**src/rtl/irqc_pkg.sv**
```systemverilog
// Package: shared types for the level-to-edge interrupt combiner.
// Assumes: nothing beyond a single clock domain for the consumers.
package irqc_pkg;

    // Output sequencer states: following the pending OR, or holding low after a clear
    typedef enum logic {
        SEQ_FOLLOW = 1'b0,
        SEQ_HOLD   = 1'b1
    } seq_state_t;

    // Clamp the programmable low time to the minimum that gives a visible edge
    function automatic int unsigned clamp_low(input int unsigned req);
        return (req < 2) ? 2 : req;
    endfunction

endpackage

```
**src/rtl/irqc_sync_bank.sv**
```systemverilog
// Module: irqc_sync_bank
// Brings NUM_SRC asynchronous level requests into the clk domain through
// two flops per bit. Assumes each request is a level that holds for
// several cycles; no pulse capture is attempted.
module irqc_sync_bank #(
    parameter int unsigned NUM_SRC = 8
) (
    input  logic               clk,
    input  logic               rst_n,
    input  logic [NUM_SRC-1:0] async_i,
    output logic [NUM_SRC-1:0] sync_o
);

    generate
        for (genvar g = 0; g < NUM_SRC; g++) begin : g_bit
            logic meta_q;
            logic stab_q;

            // Two-stage synchroniser for one request bit
            always_ff @(posedge clk) begin
                if (!rst_n) begin
                    meta_q <= 1'b0;
                    stab_q <= 1'b0;
                end else begin
                    meta_q <= async_i[g];
                    stab_q <= meta_q;
                end
            end

            assign sync_o[g] = stab_q;
        end
    endgenerate

endmodule

```
**src/rtl/irqc_mask_gate.sv**
```systemverilog
// Module: irqc_mask_gate
// Holds the per-source enable mask and applies it to the synchronised
// levels. Assumes mask writes come as single-cycle strobes from the
// surrounding register logic; the mask resets to all-disabled.
module irqc_mask_gate #(
    parameter int unsigned NUM_SRC = 8
) (
    input  logic               clk,
    input  logic               rst_n,
    input  logic               we_i,
    input  logic [NUM_SRC-1:0] wdata_i,
    input  logic [NUM_SRC-1:0] level_i,
    output logic [NUM_SRC-1:0] pend_o,
    output logic               any_o
);

    logic [NUM_SRC-1:0] mask_q;

    // Enable-mask register, loaded on write strobe
    always_ff @(posedge clk) begin
        if (!rst_n) begin
            mask_q <= '0;
        end else if (we_i) begin
            mask_q <= wdata_i;
        end
    end

    // Gate the levels and reduce to one request
    always_comb begin
        pend_o = level_i & mask_q;
        any_o  = |pend_o;
    end

endmodule

```
**src/rtl/irqc_rearm_seq.sv**
```systemverilog
// Module: irqc_rearm_seq
// Drives the registered interrupt output. In follow mode the output
// tracks the pending OR one edge later. A clear forces the output low
// and starts a hold-off of LOW_CYCLES cycles; a clear during the
// hold-off reloads it. Assumes LOW_CYCLES >= 2 (clamped by the caller).
module irqc_rearm_seq
    import irqc_pkg::*;
#(
    parameter int unsigned LOW_CYCLES = 4
) (
    input  logic clk,
    input  logic rst_n,
    input  logic any_pend_i,
    input  logic clr_i,
    output logic irq_o
);

    localparam int unsigned CNT_W = $clog2(LOW_CYCLES);
    localparam logic [CNT_W-1:0] RELOAD = CNT_W'(LOW_CYCLES - 1);

    seq_state_t     state_q;
    logic [CNT_W-1:0] cnt_q;
    logic           irq_q;

    // Sequencer: follow the OR, or hold low for the programmed time after a clear
    always_ff @(posedge clk) begin
        if (!rst_n) begin
            state_q <= SEQ_FOLLOW;
            cnt_q   <= '0;
            irq_q   <= 1'b0;
        end else if (clr_i) begin
            state_q <= SEQ_HOLD;
            cnt_q   <= RELOAD;
            irq_q   <= 1'b0;
        end else begin
            unique case (state_q)
                SEQ_FOLLOW: begin
                    irq_q <= any_pend_i;
                end
                SEQ_HOLD: begin
                    if (cnt_q == '0) begin
                        state_q <= SEQ_FOLLOW;
                        irq_q   <= any_pend_i;
                    end else begin
                        cnt_q <= cnt_q - 1'b1;
                        irq_q <= 1'b0;
                    end
                end
                default: begin
                    state_q <= SEQ_FOLLOW;
                    irq_q   <= 1'b0;
                end
            endcase
        end
    end

    assign irq_o = irq_q;

endmodule

```
**src/rtl/irq_edge_combiner.sv**
```systemverilog
// Module: irq_edge_combiner (top)
// Combines NUM_SRC level interrupt requests into one output for an
// edge-only receiver: synchronise, mask, OR, and rearm with a minimum
// low time after each software clear. Assumes clr_i and mask_we_i are
// synchronous to clk.
module irq_edge_combiner
    import irqc_pkg::*;
#(
    parameter int unsigned NUM_SRC = 8,
    parameter int unsigned MIN_LOW = 4
) (
    input  logic               clk,
    input  logic               rst_n,
    input  logic [NUM_SRC-1:0] irq_req_i,
    input  logic               mask_we_i,
    input  logic [NUM_SRC-1:0] mask_wdata_i,
    input  logic               clr_i,
    output logic               irq_o,
    output logic [NUM_SRC-1:0] raw_status_o,
    output logic [NUM_SRC-1:0] pend_status_o
);

    localparam int unsigned EFF_LOW = clamp_low(MIN_LOW);

    logic [NUM_SRC-1:0] sync_lvl;
    logic               any_pend;

    irqc_sync_bank #(.NUM_SRC(NUM_SRC)) sync_i (
        .clk     (clk),
        .rst_n   (rst_n),
        .async_i (irq_req_i),
        .sync_o  (sync_lvl)
    );

    irqc_mask_gate #(.NUM_SRC(NUM_SRC)) gate_i (
        .clk     (clk),
        .rst_n   (rst_n),
        .we_i    (mask_we_i),
        .wdata_i (mask_wdata_i),
        .level_i (sync_lvl),
        .pend_o  (pend_status_o),
        .any_o   (any_pend)
    );

    irqc_rearm_seq #(.LOW_CYCLES(EFF_LOW)) seq_i (
        .clk        (clk),
        .rst_n      (rst_n),
        .any_pend_i (any_pend),
        .clr_i      (clr_i),
        .irq_o      (irq_o)
    );

    assign raw_status_o = sync_lvl;

endmodule

```
**config.mk**
```make
export PLATFORM = sky130hd
export DESIGN_NAME = irq_edge_combiner
export DESIGN_NICKNAME = d
export VERILOG_FILES = /design/src/rtl/irqc_pkg.sv /design/src/rtl/irqc_sync_bank.sv /design/src/rtl/irqc_mask_gate.sv /design/src/rtl/irqc_rearm_seq.sv /design/src/rtl/irq_edge_combiner.sv
export SDC_FILE = /design/constraint.sdc
export NUM_CORES = 1
export LEC_CHECK = 0
export CAP_MARGIN = 20
export CORE_MARGIN = 1.5
export CORE_UTILIZATION = 46
export CTS_CLUSTER_DIAMETER = 50
export DETAILED_ROUTE_END_ITERATION = 7
export PLACE_DENSITY_LB_ADDON = 0.08
export SYNTH_ARGS = -nofsm -noshare
export SYNTH_HDL_FRONTEND = slang
export SYNTH_SLANG_ARGS = --single-unit
```
**constraint.sdc**
```tcl
create_clock -name clk -period 2.7 [get_ports clk]
set_input_delay 0.27 -clock clk [delete_from_list [all_inputs] [get_ports clk]]
set_output_delay 0.27 -clock clk [all_outputs]
set_load 0.02 [all_outputs]
```
Word level (Yosys, flattened, before mapping)
Index checks and enable logic that the tools add are counted.

Flip-flop bits (word level): 28. Input port bits: 20.

Add/subtract/negate cells: 1. Equality and inequality tests: 1. Muxes and demuxes: 8. Bitwise operators: 3. Reductions and logical operators: 5.

Operators with widths (count): $and A8 B8 Y8 (1); $reduce_or A8 Y1 (1); $mux W2 (3); $mux W1 (4); $logic_not A2 Y1 (1); $ne A2 B2 Y1 const B (1); $not A1 Y1 (2); $pmux W1 S2 (1); $reduce_and A2 Y1 (1); $reduce_bool A2 Y1 (1); $reduce_or A2 Y1 (1); $sub A2 B1 Y2 const B (1).

Logic depth before layout (Yosys ltp)
Gate-level depths: netlist of run 1.

Word-level depth: 4. Mapped depth: 5. Mapped depth without buffers: 5.

Cells and area by module
Synthesis of run 1 repeated with hierarchy kept, for this count alone.

Cells, all modules: 93. Area, all modules: 1053.5 um2.

By module, submodules not included: irqc_sync_bank (times used 1, cells an instance 41, area each 506.7 um2, sequential area each 320.3 um2); irqc_mask_gate (times used 1, cells an instance 36, area each 367.9 um2, sequential area each 160.2 um2); irqc_rearm_seq (times used 1, cells an instance 16, area each 178.9 um2, sequential area each 80.1 um2).

Least setup slack after synthesis of run 1
No wires, ideal clock.

Path kind: reg-to-reg. Start: register sync_i.g_bit[5].stab_q. End: register seq_i.irq_q, in the netlist seq_i.irq_o. Arrival: 1287 ps. Required time: 2578 ps. Setup slack: 1291 ps. Cell stages (with the launch flop): 4. Buffers on the path: 0. Period minus slack after synthesis: 1409 ps. Path through: dfxtp_1 and2_1 or4_1 o311a_1.

Longest elaborated chain between the ends: 4.

Ends and longest elaborated chain: start, declared (line irqc_sync_bank.sv:17) `logic stab_q;`; start signal, assigned (line irqc_sync_bank.sv:26) `stab_q <= meta_q;`; $and A8 B8 Y8 * (line irqc_mask_gate.sv:30) `pend_o = level_i & mask_q;`; net pend_status_o[5] (line irq_edge_combiner.sv:20) `output logic [NUM_SRC-1:0] pend_status_o`; $reduce_or A8 Y1 * (line irqc_mask_gate.sv:31) `any_o = |pend_o;`; $mux W1 (line irqc_rearm_seq.sv:41) `if (cnt_q == '0) begin`; $pmux W1 S2 * (line irqc_rearm_seq.sv:36) `unique case (state_q)`; end signal, assigned (line irqc_rearm_seq.sv:38) `irq_q <= any_pend_i;`; end signal, assigned (line irqc_rearm_seq.sv:43) `irq_q <= any_pend_i;`; end, declared (line irqc_rearm_seq.sv:23) `logic irq_q;`.

Mark *: on every way through the listed nets, which the timed path passes. The rest lies on a longest branch. A chain may end at the register's enable or synchronous reset.

Final worst setup path of run 1
Start: register sync_i.g_bit[6].stab_q. End: output pend_status_o[6].

Longest elaborated chain between the ends: 1.

Ends and longest elaborated chain (line): start, declared (irqc_sync_bank.sv:17); start signal, assigned (irqc_sync_bank.sv:26); $and A8 B8 Y8 (irqc_mask_gate.sv:30); end, declared (irq_edge_combiner.sv:20).

No other way between the ends.

==> results.yml, run 1 <==
run_status:
  status: "finished clean"
sta:
  grt_setup_unrepaired: "false"
  timing.final.crit_share: 0.6267
  hold_viol_final: 0
  final.setup.tns_ns: 0
  max_slew_margin: 0.5517
  slew_violations: 0
  fmax_ghz: 0.5909
  tightest_slew_ns: 0.6703
  clock_skew_ns: 0.008257
  setup_viol: 0
  post-route-min-period_ns: 1.692
clock_network:
  post_cts_buffers: 0
  cts_root_buf: "clkbuf_4"
  ctsResizeCount: 0
  cts_tree: "built"
  clk_pin_slew_ns: 0.14
  clock_latency_ns: 0.31
  cts_buffers: 3
  cts_sinks: 28
  cts_max_level: 1
  clockBufferDepth: 2
  holdBufCountCts: 0
floorplanning:
  die_w_um: 50.00
  die-area_um2: 2500
  core_area_um2: 2022
  initial_core_util: 0.5025
  pin_count: 37
  die_h_um: 50.00
  rows: 16
power:
  ir_worst_vdd_v: 0.0004137
  total_leakage_power_nw: 0.5824
  power.density_nw_per_um2: 573.5
synth:
  syn_inst: 93
  syn-cell-area_um2: 1016
  ys_seq_elements: 28
  yosys.cell_types.count: 17
  syn-num-nets: 114
  yosys_warnings: 0
  ys_seq_area_frac: 0.5517
  syn_area_per_cell_um2: 10.92
run:
  drv_cap: 0
grt:
  grt_max_degree: 29
  antenna_found_initial: 0
  grt_pass1_vias: 665
  grt_pass1_wl_mm: 2.842
  grt_util_all_layers: 0.1497
  grt_overflow: 0
critical_path:
  r2r_cells: 3
  cp-end-kind: "output port"
  worstPathRequired_ns: 2.43
  reg2reg_slack_ns: 1.29
  path_class: "flop to output port"
  critPathArrivalTime_ns: 1.42
  start_kind: "flop"
  crit_fanout: 2
hold_path:
  holdPathStages: 1
  hold_path.class: "flop to flop"
finish:
  diodes: 0
  drive_gt1_frac: 0.05738
  syn_to_final_growth_pct: 36.82
  post-route-util: 0.6875
  nets: 144
drt:
  wirelength_mm: 1.601
  dr.pass1.iters: 2
  wl_per_cell_um: 10.74
  ant_nets: 0
  via_per_inst: 4.497
  via_count: 670
  drcViolationCount: 0
  first_iter_violations: 2
placement:
  dp_hpwl_mm: 1.253
  gp_congestion: 0.6562
  portBuffers: 36
==> routing by layer <==
metal | global-route usage | part of all wire | wire length (um) | up-vias
met1 | 0.1768 | 0.42 | 680 | 297
li1 | - | - | - | 346
met3 | 0.03333 | 0.067 | 107 | 2
met5 | 0 | 0 | 0 | -
met4 | 0.06944 | 0.0087 | 14 | 0
met2 | 0.2544 | 0.50 | 799 | 25
==> logic make-up after synthesis <==
family                     count (synthesis)  synth area share
and+or+nand+nor                           39            0.2426
DFF                                       28            0.5517
buffers and inverters                     13           0.07882
muxes                                      8           0.07882
AOI/OAI and AO/OA                          3           0.02710
xor gates and xnor gates                   1          0.008622
adders and majority gates                  1           0.01231
==> synth_stat cells <==
cell type | number | share of area
inv_1 | 2 | 0.0074
or2_2 | 2 | 0.012
nand3b_1 | 1 | 0.0074
dfxtp_1 | 28 | 0.55
nor2b_1 | 10 | 0.062
mux2i_1 | 8 | 0.079
and2_4 | 1 | 0.0086
o21a_1 | 1 | 0.0074
and2_1 | 23 | 0.14
or4_1 | 1 | 0.0074
clkbuf_1 | 2 | 0.0074
buf_4 | 8 | 0.059
o311a_1 | 2 | 0.020
xnor2_1 | 1 | 0.0086
ha_1 | 1 | 0.012
nor2_1 | 1 | 0.0037
buf_2 | 1 | 0.0049
==> final cells by class <==
cell class,instances,area (um^2)
fill,172,631.9
sequential,28,560.5
multi-input combinational,52,375.4
timing repair buffer,36,360.3
tap,27,33.78
clock inverter,1,30.03
clock buffer,3,22.52
inverter,2,7.507
==> where the power goes <==
| part | switching, mW | internal [mW] | total, mW |
|---|---|---|---|
| logic | 0.0350 | 0.0577 | 0.0927 |
| registers | 0.00738 | 0.436 | 0.443 |
| clock network | 0.111 | 0.150 | 0.261 |
==> layout by cell type, fill, tap and decap left out <==
master / netlist / routed
nor2b_1: 10 / 10
nand3b_1: 1 / 1
mux2i_1: 8 / 8
o311a_1: 2 / 2
or2_2: 2 / 2
and2_4: 1 / 1
dfxtp_1: 28 / 28
and2_1: 23 / 23
clkbuf_4: 0 / 3
xnor2_1: 1 / 1
or4_1: 1 / 1
ha_1: 1 / 1
nor2_1: 1 / 1
bufinv_16: 0 / 1
o21a_1: 1 / 1
inv_1: 2 / 2
clkdlybuf4s50_1: 0 / 36
==> through the flow <==
step	area (um^2)	power (mW)	hold WS (ns)	instances	setup WS, ns
finish	1390	0.7972	0.4485	149	1.008
detailed placement	1338	0.5467	0.4169	145	1.154
floorplan	1016	0.5036	0.3938	93	1.291
global placement	1338	0.5433	0.4133	145	1.154
global route	1390	0.8364	0.4593	149	0.9164
CTS	1390	0.8087	0.4491	149	0.9761
==> final timing paths <==
path,from,end
worst max register to register,sync_i.g_bit[4].stab_q,seq_i.irq_o
worst max-delay path,sync_i.g_bit[6].stab_q,pend_status_o[6]
worst min-delay path,sync_i.g_bit[2].meta_q,sync_i.g_bit[2].stab_q
worst min register to register,sync_i.g_bit[2].meta_q,sync_i.g_bit[2].stab_q
==> critical path: stages (launching register included) <==
cell and delay (ns):
dfxtp_1 0.37, and2_1 0.14, clkdlybuf4s50_1 0.60
==> state kept, by name (all words and copies together) (netlist names) <==
name / cells
gate_i.mask_q: 8
seq_i.cnt_q: 2
seq_i.irq_o: 1
seq_i.state_q: 1
sync_i.g_bit.meta_q: 8
sync_i.g_bit.stab_q: 8
No activity file was read; power rests on OpenSTA's default activity.
==> inputs of run 2 (changes only) <==
CORE_UTILIZATION = 38   (was 46)
clock period = 1.4 ns   (was 2.7 ns; I/O delays follow)
==> run 2 against run 1 <==
Die area is 20% higher. Final cell count grew 3.4%. Global-route usage decreased by 2.3 points. Via count unchanged. Utilization shrank 13 points. First-iteration DRC count is 100% higher. Register-to-register slack worse by 1.3 ns. Setup slack lost 0.99 ns. Sequential share of layout area rose by 0.16 points. Clock power rose by 45%. Worst hold slack lost 0.075 ns. Flip-flop and latch count is the same. Critical endpoint is now seq_i.irq_o. Largest power group unchanged.
==> results.yml, run 2 (synthesized netlist as in run 1, its figures left out) <==
placement:
  portBuffers: 36
  pre_cts_ws_ns: 0.01466
  dp_hpwl_mm: 1.268
  gp_congestion: 0.6117
floorplanning:
  die_h_um: 54.71
  die_w_um: 54.71
  pin_count: 37
  initial_core_util: 0.4064
  core_area_um2: 2500
  rows: 18
  die-area_um2: 2993
drt:
  drcViolationCount: 0
  via_per_inst: 4.351
  wirelength_mm: 1.743
  wl_per_cell_um: 11.32
  first_iter_violations: 4
  dr.pass1.iters: 4
  via_count: 670
  ant_nets: 0
critical_path:
  r2r_start: "sync_i.g_bit[5].stab_q"
  r2r_cells: 3
  critPathArrivalTime_ns: 1.62
  r2r_end: "seq_i.irq_o"
  worstPathRequired_ns: 1.63
  cp-end-kind: "flop"
  start_kind: "flop"
  crit_fanout: 2
  path_class: "flop to flop"
  reg2reg_slack_ns: 0.01
power:
  ir_worst_vdd_v: 0.0006907
  total_leakage_power_nw: 0.6658
  power.density_nw_per_um2: 1019
sta:
  fin_ws_ns: 0.01468
  setup_viol: 0
  tightest_slew_ns: 0.2836
  post-route-min-period_ns: 1.385
  clock_skew_ns: 0.009909
  hold_ws_ns: 0.3732
  grt_setup_unrepaired: "true"
  max_slew_margin: 0.8105
  slew_violations: 0
  fmax_ghz: 0.7219
  timing.final.crit_share: 0.9895
  hold_viol_final: 0
finish:
  diodes: 0
  mostFrequentLayoutCells: "dfxtp_1 (27), and2_1 (22), clkdlybuf4s50_1 (19)"
  top_regs: "gate_i.mask_q: 8 flops, sync_i.g_bit.meta_q: 8 flops, sync_i.g_bit.stab_q: 8 flops"
  drive_gt1_frac: 0.08871
  final_common_cell: "dfxtp_1"
  nets: 146
  syn_to_final_growth_pct: 36.58
  post-route-util: 0.5551
grt:
  grt_util_met3: 0.02459
  grt_pass1_vias: 623
  grt_pass1_wl_mm: 2.615
  grt_overflow: 0
  busiest_layer: "met2"
  grt_max_degree: 29
  grt_util_all_layers: 0.1264
  grt_use_met1: 0.1472
  grt_util_met2: 0.2183
  antenna_found_initial: 0
clock_network:
  cts_sinks: 28
  cts_max_level: 1
  post_cts_buffers: 0
  clockBufferDepth: 2
  clk_pin_slew_ns: 0.14
  cts_root_buf: "clkbuf_4"
  clock_latency_ns: 0.32
  cts_buffers: 3
  holdBufCountCts: 0
  cts_tree: "built"
hold_path:
  holdPathStages: 2
  hold_path.class: "primary input to flop"
  min_from: "irq_req_i[3]"
  hold_end: "sync_i.g_bit[3].meta_q"
run:
  drv_cap: 0
run_status:
  status: "finished clean"
-- run 2: changes by cell type in the layout (fill, tap and decap cells not counted), sizes merged --
cell | before | now
clkdlybuf4s50 | 36 | 19
dlygate4sd2 | 0 | 17
buf | 0 | 2
bufinv | 1 | 0
clkbuf | 3 | 4
-- run 2: where the power goes --
group,total [mW],internal (mW),switching (mW)
Sequential,0.855,0.841,0.0142
Clock,0.379,0.159,0.220
Combinational,0.180,0.109,0.0705
Total,1.41,1.11,0.305
-- run 2: layer usage --
metal,share of wire,vias to the layer above,routed length [um]
met5,0,-,0
met4,0.015,0,27
met3,0.062,4,108
met2,0.45,23,783
met1,0.47,292,824
li1,-,351,-
-- run 2: worst max-delay path, stage by stage, from the launching register on --
cell and delay, ns:
dfxtp_1 0.33, and2_4 0.15, or4_1 0.52, o311a_1 0.29
-- run 2: cell type report --
type                    instances  area [um^2]
clock buffers                   4        36.28
fillers                       245         1112
inverters                       2        7.507
multi-input cells              52        377.9
flip-flops and latches         28        561.8
well taps                      30        37.54
repair buffers                 38        366.6
-- run 2: metrics by stage --
stage	cell area (um^2)	std cells	TNS (ns)	power, mW
after floorplan	1018	93	0	0.9717
after global placement	1371	150	0	1.059
after detailed placement	1371	150	0	1.064
after CTS	1388	154	0	1.439
after global routing	1388	154	-0.03054	1.486
final	1388	154	0	1.414
-- run 2: what timing repair did --
action | in CTS | in global routing
hold endpoints to repair | 0 | 0
setup endpoints to repair | 18 | 1
pin swaps | 1 | 0
gates resized for setup | 18 | 0
-- run 2: worst max-delay path by stage --
| stage | start | end | slack (ns) | cells after the start |
|---|---|---|---|---|
| after floorplan | sync_i.g_bit[2].stab_q | seq_i.irq_o | 0.03 | 3 |
| after global placement | sync_i.g_bit[4].stab_q | seq_i.irq_o | 0.05 | 3 |
| after detailed placement | sync_i.g_bit[4].stab_q | seq_i.irq_o | 0.01 | 3 |
| after CTS | sync_i.g_bit[5].stab_q | seq_i.irq_o | 0.01 | 3 |
| after global routing | sync_i.g_bit[5].stab_q | seq_i.irq_o | -0.03 | 3 |
| final | sync_i.g_bit[5].stab_q | seq_i.irq_o | 0.01 | 3 |
==> inputs of run 3 (changes only) <==
CORE_UTILIZATION = 46   (was 38)
SETUP_SLACK_MARGIN = 0.4   (was not set)
clock period = 1.8 ns   (was 1.4 ns; I/O delays follow)
==> run 3 against run 2 <==
Register-to-register slack improved by 0.37 ns. Sequential power decreased by 22%. Clock skew decreased by 0.0034 ns. Non-clock buffer count decreased by 1. Setup slack improved by 0.37 ns. Final cell count decreased by 3.2%. First-iteration DRC count decreased by 100%. Flip-flop and latch count unchanged. Global-route usage increased by 1.8 points. Clock power decreased by 37%. Critical endpoint unchanged. Total power decreased by 26%.
==> results.yml, run 3 (synthesized netlist as in run 1, its figures left out) <==
critical_path:
  critPathArrivalTime_ns: 1.62
  r2r_end: "seq_i.irq_o"
  start_kind: "flop"
  cp-end-kind: "flop"
  reg2reg_slack_ns: 0.39
  crit_fanout: 2
  crit_start: "sync_i.g_bit[4].stab_q"
  r2r_start: "sync_i.g_bit[4].stab_q"
  worstPathRequired_ns: 2.01
  r2r_cells: 3
  path_class: "flop to flop"
  crit_path_end: "seq_i.irq_o"
power:
  total_leakage_power_nw: 0.6374
  p_total_mw: 1.039
  power.density_nw_per_um2: 765.4
  ir_worst_vdd_v: 0.0004210
hold_path:
  hold_path.class: "primary input to flop"
  holdPathStages: 2
drt:
  first_iter_violations: 0
  via_count: 679
  ant_nets: 0
  wirelength_mm: 1.617
  wl_per_cell_um: 10.85
  via_per_inst: 4.557
  drcViolationCount: 0
  dr.pass1.iters: 1
finish:
  nets: 145
  final_common_cell: "dfxtp_1"
  diodes: 0
  regArea_um2: 561.8
  top_regs: "gate_i.mask_q: 8 flops, sync_i.g_bit.meta_q: 8 flops, sync_i.g_bit.stab_q: 8 flops"
  syn_to_final_growth_pct: 33.62
  multi_input_area_um2: 381.6
  mostFrequentLayoutCells: "dfxtp_1 (27), and2_1 (22), clkdlybuf4s50_1 (19)"
  fill_cells: 183
  instances_no_fill: 149
  drive_gt1_frac: 0.08197
placement:
  placedCellCount: 146
  dp_hpwl_mm: 1.215
  portBuffers: 36
  pre_cts_ws_ns: 0.3949
  gp_congestion: 0.6991
clock_network:
  cts_buffers: 3
  cts_max_level: 1
  post_cts_buffers: 0
  cts_root_buf: "clkbuf_4"
  clockBufferDepth: 2
  cts_tree: "built"
  clock_latency_ns: 0.31
  holdBufCountCts: 0
  clk_pin_slew_ns: 0.13
  cts_sinks: 28
sta:
  max_slew_margin: 0.6720
  clock_skew_ns: 0.006492
  post-route-min-period_ns: 1.412
  slew_violations: 0
  hold_viol_final: 0
  setup_viol: 0
  tightest_slew_ns: 0.4904
  fin_ws_ns: 0.3876
  fmax_ghz: 0.7080
  timing.final.crit_share: 0.7846
  hold_ws_ns: 0.4266
  final.setup.tns_ns: 0
  grt_setup_unrepaired: "true"
floorplanning:
  die_w_um: 50.00
  core_area_um2: 2022
  pin_count: 37
  die-area_um2: 2500
  initial_core_util: 0.5025
  rows: 16
  die_h_um: 50.00
grt:
  grt_max_degree: 29
  grt_pass1_vias: 655
  grt_pass1_wl_mm: 2.753
  antenna_found_initial: 0
  grt_util_all_layers: 0.1446
  grt_overflow: 0
run_status:
  status: "finished clean"
run:
  drv_cap: 0
==> run 3: per-stage QoR <==
| stage | cell area [um^2] | utilization |
|---|---|---|
| global route | 1358 | 0.6714 |
| global placement | 1348 | 0.6665 |
| detailed placement | 1348 | 0.6665 |
| floorplan | 1018 | - |
| finish | 1358 | 0.6714 |
| CTS | 1354 | 0.6696 |
==> run 3: worst min-delay path by stage <==
stage / startpoint / to / slack [ns]
5_1_grt: irq_req_i[3] / sync_i.g_bit[3].meta_q / 0.41
2_1_floorplan: clr_i / seq_i.cnt_q[0] / 0.30
4_1_cts: irq_req_i[4] / sync_i.g_bit[4].meta_q / 0.41
3_3_place_gp: sync_i.g_bit[5].meta_q / sync_i.g_bit[5].stab_q / 0.41
6_report: irq_req_i[4] / sync_i.g_bit[4].meta_q / 0.43
3_5_place_dp: sync_i.g_bit[1].meta_q / sync_i.g_bit[1].stab_q / 0.42
==> run 3: timing repair <==
item                                    in CTS  in global routing
cloned                                       0                  0
endpoints found under the setup margin      18                  4
hold endpoints to repair                     0                  0
gates resized for setup                     19                  3
==> run 3: per-layer routing <==
layer	wire length, um	global-route usage
met4	29	0.06944
met2	741	0.2346
met1	738	0.1787
met5	0	0
met3	108	0.03333
==> run 3: final cells by class <==
cell class	instances	share of cell area
Sequential cell	28	0.4138
Clock buffer	3	0.01659
Multi-Input combinational cell	52	0.2811
Timing Repair Buffer	37	0.2581
Tap cell	27	0.02488
Inverter	2	0.005530
==> run 3: report_power, final <==
group | total, mW | switching (mW) | leakage [nW] | internal (mW)
Combinational | 0.135 | 0.0534 | 0.391 | 0.0818
Clock | 0.240 | 0.161 | 0.0138 | 0.0782
Sequential | 0.664 | 0.0107 | 0.232 | 0.654
==> run 3: worst max-delay path, cell delays in order (launching register included) <==
cell and delay, ns:
dfxtp_2 0.35, and2_4 0.15, or4_4 0.52, o311a_1 0.29
